$ cat src/rtl/can_mode_pkg.sv
package can_mode_pkg;
  typedef enum logic [1:0] {
    M_SLEEP  = 2'd0,
    M_INIT   = 2'd1,
    M_SYNC   = 2'd2,
    M_NORMAL = 2'd3
  } mode_e;

  localparam int CTL_W         = 3;
  localparam int CTL_INIT_BIT  = 0;
  localparam int CTL_SLEEP_BIT = 1;
  localparam int CTL_WAKE_BIT  = 2;
endpackage

$ cat src/rtl/can_mode_ctl_reg.sv
module can_mode_ctl_reg
  import can_mode_pkg::*;
(
  input  logic             clk_i,
  input  logic             rst_ni,
  input  logic             we_i,
  input  logic [CTL_W-1:0] wdata_i,
  input  mode_e            mode_i,
  input  logic             sof_i,
  output logic             init_req_o,
  output logic             sleep_req_o,
  output logic             wake_irq_o
);
  logic init_req_q, sleep_req_q, wake_en_q, irq_q;
  logic wake_hit;

  // bus wake only from a settled sleep with sleep still requested
  assign wake_hit = (mode_i == M_SLEEP) && sleep_req_q && !init_req_q &&
                    wake_en_q && sof_i;

  always_ff @(posedge clk_i or negedge rst_ni) begin
    if (!rst_ni) begin
      init_req_q  <= 1'b0;
      sleep_req_q <= 1'b1;
      wake_en_q   <= 1'b0;
      irq_q       <= 1'b0;
    end else begin
      irq_q <= wake_hit;
      if (we_i) begin
        init_req_q  <= wdata_i[CTL_INIT_BIT];
        sleep_req_q <= wdata_i[CTL_SLEEP_BIT];
        wake_en_q   <= wdata_i[CTL_WAKE_BIT];
      end else if (wake_hit) begin
        sleep_req_q <= 1'b0;
      end
    end
  end

  assign init_req_o  = init_req_q;
  assign sleep_req_o = sleep_req_q;
  assign wake_irq_o  = irq_q;
endmodule

$ cat src/rtl/can_mode_fsm.sv
module can_mode_fsm
  import can_mode_pkg::*;
#(
  parameter int IDLE_BITS = 11
) (
  input  logic  clk_i,
  input  logic  rst_ni,
  input  logic  init_req_i,
  input  logic  sleep_req_i,
  input  logic  bus_idle_i,
  input  logic  bit_tick_i,
  input  logic  rx_recessive_i,
  output mode_e mode_o,
  output logic  init_ack_o,
  output logic  sleep_ack_o
);
  localparam int CNT_W = $clog2(IDLE_BITS + 1);
  localparam logic [CNT_W-1:0] LAST = CNT_W'(IDLE_BITS - 1);

  mode_e            mode_q, mode_d;
  logic [CNT_W-1:0] cnt_q;
  logic             sync_done;
  logic             init_ack_q, sleep_ack_q;

  assign sync_done = bit_tick_i && rx_recessive_i && (cnt_q == LAST);

  always_comb begin
    mode_d = mode_q;
    unique case (mode_q)
      M_SLEEP: begin
        if (init_req_i)        mode_d = M_INIT;
        else if (!sleep_req_i) mode_d = M_SYNC;
      end
      M_INIT: begin
        if (!init_req_i) mode_d = sleep_req_i ? M_SLEEP : M_SYNC;
      end
      M_SYNC: begin
        if (init_req_i)       mode_d = M_INIT;
        else if (sleep_req_i) mode_d = M_SLEEP;
        else if (sync_done)   mode_d = M_NORMAL;
      end
      M_NORMAL: begin
        if ((init_req_i || sleep_req_i) && bus_idle_i)
          mode_d = init_req_i ? M_INIT : M_SLEEP;
      end
      default: mode_d = M_SLEEP;
    endcase
  end

  always_ff @(posedge clk_i or negedge rst_ni) begin
    if (!rst_ni) begin
      mode_q      <= M_SLEEP;
      cnt_q       <= '0;
      init_ack_q  <= 1'b0;
      sleep_ack_q <= 1'b1;
    end else begin
      mode_q <= mode_d;
      if (mode_q != M_SYNC) cnt_q <= '0;
      else if (bit_tick_i) cnt_q <= !rx_recessive_i ? '0 :
                                    (cnt_q == LAST) ? cnt_q : cnt_q + 1'b1;
      // acknowledges move only when a transition completes
      if (mode_d != M_SYNC) begin
        init_ack_q  <= (mode_d == M_INIT);
        sleep_ack_q <= (mode_d == M_SLEEP);
      end
    end
  end

  assign mode_o      = mode_q;
  assign init_ack_o  = init_ack_q;
  assign sleep_ack_o = sleep_ack_q;
endmodule

$ cat src/rtl/can_mode_cfg_reg.sv
module can_mode_cfg_reg #(
  parameter int CFG_W = 22
) (
  input  logic             clk_i,
  input  logic             rst_ni,
  input  logic             we_i,
  input  logic             unlock_i,
  input  logic [CFG_W-1:0] wdata_i,
  output logic [CFG_W-1:0] cfg_o
);
  logic [CFG_W-1:0] cfg_q;

  always_ff @(posedge clk_i or negedge rst_ni) begin
    if (!rst_ni)                cfg_q <= '0;
    else if (we_i && unlock_i)  cfg_q <= wdata_i;
  end

  assign cfg_o = cfg_q;
endmodule

$ cat src/rtl/can_mode_seq.sv
module can_mode_seq
  import can_mode_pkg::*;
#(
  parameter int PRESC_W   = 10,
  parameter int SEG1_W    = 4,
  parameter int SEG2_W    = 3,
  parameter int SJW_W     = 2,
  parameter int IDLE_BITS = 11,
  localparam int CfgW     = PRESC_W + SEG1_W + SEG2_W + SJW_W + 3
) (
  input  logic               clk_i,
  input  logic               rst_ni,
  input  logic               ctl_we_i,
  input  logic [CTL_W-1:0]   ctl_wdata_i,
  input  logic               cfg_we_i,
  input  logic [CfgW-1:0]    cfg_wdata_i,
  input  logic               bus_idle_i,
  input  logic               sof_i,
  input  logic               bit_tick_i,
  input  logic               rx_recessive_i,
  output logic               init_ack_o,
  output logic               sleep_ack_o,
  output logic               wake_irq_o,
  output logic [PRESC_W-1:0] presc_o,
  output logic [SEG1_W-1:0]  seg1_o,
  output logic [SEG2_W-1:0]  seg2_o,
  output logic [SJW_W-1:0]   sjw_o,
  output logic               silent_o,
  output logic               loopback_o,
  output logic               one_shot_o
);
  localparam int SEG1_LO = PRESC_W;
  localparam int SEG2_LO = SEG1_LO + SEG1_W;
  localparam int SJW_LO  = SEG2_LO + SEG2_W;
  localparam int FLAG_LO = SJW_LO + SJW_W;

  mode_e           mode;
  logic            init_req, sleep_req;
  logic [CfgW-1:0] cfg_word;

  can_mode_ctl_reg u_ctl (
    .clk_i       (clk_i),
    .rst_ni      (rst_ni),
    .we_i        (ctl_we_i),
    .wdata_i     (ctl_wdata_i),
    .mode_i      (mode),
    .sof_i       (sof_i),
    .init_req_o  (init_req),
    .sleep_req_o (sleep_req),
    .wake_irq_o  (wake_irq_o)
  );

  can_mode_fsm #(.IDLE_BITS(IDLE_BITS)) u_fsm (
    .clk_i          (clk_i),
    .rst_ni         (rst_ni),
    .init_req_i     (init_req),
    .sleep_req_i    (sleep_req),
    .bus_idle_i     (bus_idle_i),
    .bit_tick_i     (bit_tick_i),
    .rx_recessive_i (rx_recessive_i),
    .mode_o         (mode),
    .init_ack_o     (init_ack_o),
    .sleep_ack_o    (sleep_ack_o)
  );

  can_mode_cfg_reg #(.CFG_W(CfgW)) u_cfg (
    .clk_i    (clk_i),
    .rst_ni   (rst_ni),
    .we_i     (cfg_we_i),
    .unlock_i (init_ack_o),
    .wdata_i  (cfg_wdata_i),
    .cfg_o    (cfg_word)
  );

  assign presc_o    = cfg_word[PRESC_W-1:0];
  assign seg1_o     = cfg_word[SEG1_LO +: SEG1_W];
  assign seg2_o     = cfg_word[SEG2_LO +: SEG2_W];
  assign sjw_o      = cfg_word[SJW_LO +: SJW_W];
  assign silent_o   = cfg_word[FLAG_LO];
  assign loopback_o = cfg_word[FLAG_LO+1];
  assign one_shot_o = cfg_word[FLAG_LO+2];
endmodule

$ cat config.mk
export PLATFORM = sky130hd
export DESIGN_NAME = can_mode_seq
export DESIGN_NICKNAME = d
export VERILOG_FILES = /design/src/rtl/can_mode_pkg.sv /design/src/rtl/can_mode_ctl_reg.sv /design/src/rtl/can_mode_fsm.sv /design/src/rtl/can_mode_cfg_reg.sv /design/src/rtl/can_mode_seq.sv
export SDC_FILE = /design/constraint.sdc
export NUM_CORES = 1
export LEC_CHECK = 0
export ABC_AREA = 0
export CORE_MARGIN = 8
export CORE_UTILIZATION = 38
export CTS_BUF_LIST = sky130_fd_sc_hd__clkbuf_16
export CTS_CLUSTER_DIAMETER = 120
export DETAILED_ROUTE_END_ITERATION = 12
export PLACE_DENSITY = 0.8
export SLEW_MARGIN = 25
export SYNTH_ARGS = -nofsm -noshare
export SYNTH_HDL_FRONTEND = slang
export SYNTH_SLANG_ARGS = --single-unit
$ cat constraint.sdc
create_clock -name clk_i -period 1.22 [get_ports clk_i]
set_input_delay 0.183 -clock clk_i [delete_from_list [all_inputs] [get_ports clk_i]]
set_output_delay 0.183 -clock clk_i [all_outputs]
set_load 0.02 [all_outputs]
==> qor.yml <==
run_status:
  failed_checks: "setup timing"
  status: "complete, but fails checks"
job:
  cap_viol_max_count: 0
cts:
  clock_latency_ns: 0.27
  cts_buffers: 5
  clock_path_buffers: 2
  root_buffer: "clkbuf_16"
  cts.clk_slew.worst_paths_ns: 0.05
  htree_levels: 2
  cts_hold_buffers: 0
  clkSinkCount: 34
  cts_tree: "built"
finish:
  area_growth_pct: 65.33
  instances_no_fill: 222
  n_antenna_cell: 0
  drive_gt1_frac: 0.3506
  nets: 208
  fin_area_um2: 2315
  final_cell_mix: "clkdlybuf4s50_1 (32), dfrtp_1 (32), mux2_2 (24), dlygate4sd2_1 (23), buf_4 (7)"
synth:
  syn_area_um2: 1400
  yosysWarnings: 0
  synth_sequential_area_ratio: 0.6095
  postSynthNetCount: 136
  synth_cell_types: 24
  synthCells: 101
  synth_seq_cells: 34
  synth.avg_cell_area_um2: 13.86
floorplanning:
  num_rows: 22
  pin_count: 58
  die_h_um: 76.70
  die-area_um2: 5883
  core_um2: 3606
  start_util: 0.3883
  die-width_um: 76.70
power:
  leakagePower_nw: 1.023
  total_power_w: 0.004575
  peakVddDrop_uv: 907.0
  power_density_nw_per_um2: 1976
timing:
  max_freq_ghz: 0.7798
  fin_ws_ns: -0.06237
  max_slew_margin: 0.8210
  tns_ns: -0.1771
  tightest_slew_ns: 0.2686
  finalCritPeriodShare: 1.051
  setup_viol: 6
  report.final.slew_viol_count: 0
  clock_skew_ns: 0.003435
  finalCriticalPeriod_ns: 1.282
  grt_setup_unrepaired: "yes"
  hold_violations: 0
critical_path:
  critPathRequiredTime_ns: 1.42
  arrival_ns: 1.48
  slowest_stage: "dfrtp_1"
  worstSetupPathType: "flip-flop to flip-flop"
  critPathLaunchType: "flip-flop"
  critPathCaptureType: "flip-flop"
  critical_path.cell_chain: "ha_4 > nand4b_1 > nor2_2 > o22ai_2 > mux2i_1"
  r2r-end: "u_fsm.init_ack_o"
  worstPathMaxFanout: 3
  slowest_delay_ns: 0.41
  r2r_setup_slack_ns: -0.06
  worstSetupStartpoint: "u_fsm.cnt_q[1]"
  rr_worst_depth: 5
  endpoint: "u_fsm.init_ack_o"
  timing.rr.start: "u_fsm.cnt_q[1]"
route:
  wl_um: 3699
  drt_iter0_drc: 30
  first_pass_iters: 4
  vias: 1069
  viasPerCell: 4.815
  ant_nets: 0
  route.detailed.drc: 0
  routedWlPerCell_um: 16.66
global_route:
  antenna_found_initial: 0
  grt_pass1_vias: 1221
  grt_pass1_wl_um: 6065
  grt_usage: 0.1304
  grt_max_degree: 35
  overflow: 0
placed_design:
  port_buffers: 57
  gp_congestion: 0.8221
  dpl_cell_area_um2: 2106
  place_inst: 212
  hpwl_um: 2760
  post-place-ws_ns: -0.1573
worst_hold_path:
  hp-class: "primary input to async pin"
[logic make-up after synthesis]
logic type               count (synthesis)  synth area share
flip-flops                              34            0.6095
multiplexers                            26            0.2082
buffers and inverters                    7           0.02056
AND/OR/NAND/NOR                         22           0.09116
adder cells (fa/ha/maj)                  2           0.01787
AO/OA/AOI/OAI                           10           0.05273
[critical path, delay by kind of cell (launching register included)]
kind / cells / cell delay, ns
and+or+nand+nor: 2 / 0.21
DFF: 1 / 0.41
AOI/OAI and AO/OA: 1 / 0.21
muxes: 1 / 0.20
adders and majority gates: 1 / 0.17
[synthesized netlist by cell type]
library cell / count / area, um2
o22ai_2: 2 / 25.02
nand2b_4: 1 / 13.76
nor2b_1: 2 / 12.51
or2_0: 1 / 6.260
dfrtp_1: 32 / 800.8
a21boi_2: 1 / 11.26
nand4b_1: 2 / 17.52
o21ai_0: 2 / 10.01
nor2_1: 2 / 7.510
a21oi_1: 4 / 20.02
nand3b_1: 1 / 7.510
mux2i_1: 1 / 10.01
nand2_1: 6 / 22.52
nor3_1: 1 / 5.000
dfstp_2: 2 / 52.55
buf_2: 2 / 10.01
nand4_1: 1 / 6.260
inv_1: 5 / 18.77
nand3_1: 2 / 10.01
a22oi_1: 1 / 7.510
ha_1: 2 / 25.02
nand2b_1: 2 / 12.51
and2_1: 1 / 6.260
mux2_2: 25 / 281.5
[flip-flops by register name, summed over array words and instances (netlist names)]
register	flops
u_cfg.cfg_o	22
u_ctl.init_req_o	1
u_ctl.sleep_req_o	1
u_ctl.wake_en_q	1
u_ctl.wake_irq_o	1
u_fsm.cnt_q	4
u_fsm.init_ack_o	1
u_fsm.mode_o	2
u_fsm.sleep_ack_o	1
[where the power goes]
| group | switching (W) | internal, W |
|---|---|---|
| Clock | 0.000427 | 0.000953 |
| Sequential | 0.000183 | 0.00148 |
| Combinational | 0.000791 | 0.000741 |
[repair_timing]
action | in CTS | in global routing
pin swaps | 5 | 3
setup endpoints to repair | 31 | 10
gates cloned | 0 | 0
gates resized for setup | 37 | 7
setup buffers | 2 | 0
[worst min path at each step]
stage,endpoint,slack [ns],cells past startpoint
floorplan,u_cfg.cfg_o[0],-0.11,0
global placement,u_fsm.sleep_ack_o,0.46,2
detailed placement,u_fsm.sleep_ack_o,0.47,2
CTS,u_fsm.cnt_q[2],0.29,2
global route,u_fsm.init_ack_o,0.31,2
finish,u_ctl.init_req_o,0.29,2
[cell type report]
class / count / area (um2)
multi-input combinational: 60 / 576.8
clock inverter: 3 / 40.04
fill: 289 / 1291
tap: 48 / 60.06
timing repair buffer: 67 / 640.6
sequential: 34 / 853.3
clock buffer: 5 / 125.1
inverter: 5 / 18.77
[metrics by stage]
stage,hold slack [ns],utilization
2_1_floorplan,-0.1126,-
3_3_place_gp,0.4621,0.5840
3_5_place_dp,0.4716,0.5840
4_1_cts,0.2872,0.6381
5_1_grt,0.3108,0.6419
6_report,0.2949,0.6419
[layer usage]
| metal | vias to the layer above | part of all wire | track usage |
|---|---|---|---|
| met4 | 0 | 0.017 | 0.05192 |
| met1 | 533 | 0.38 | 0.1286 |
| met5 | - | 0 | 0 |
| met3 | 10 | 0.062 | 0.06061 |
| li1 | 493 | - | - |
| met2 | 33 | 0.54 | 0.2302 |
Power figures use the tool's default switching activity.
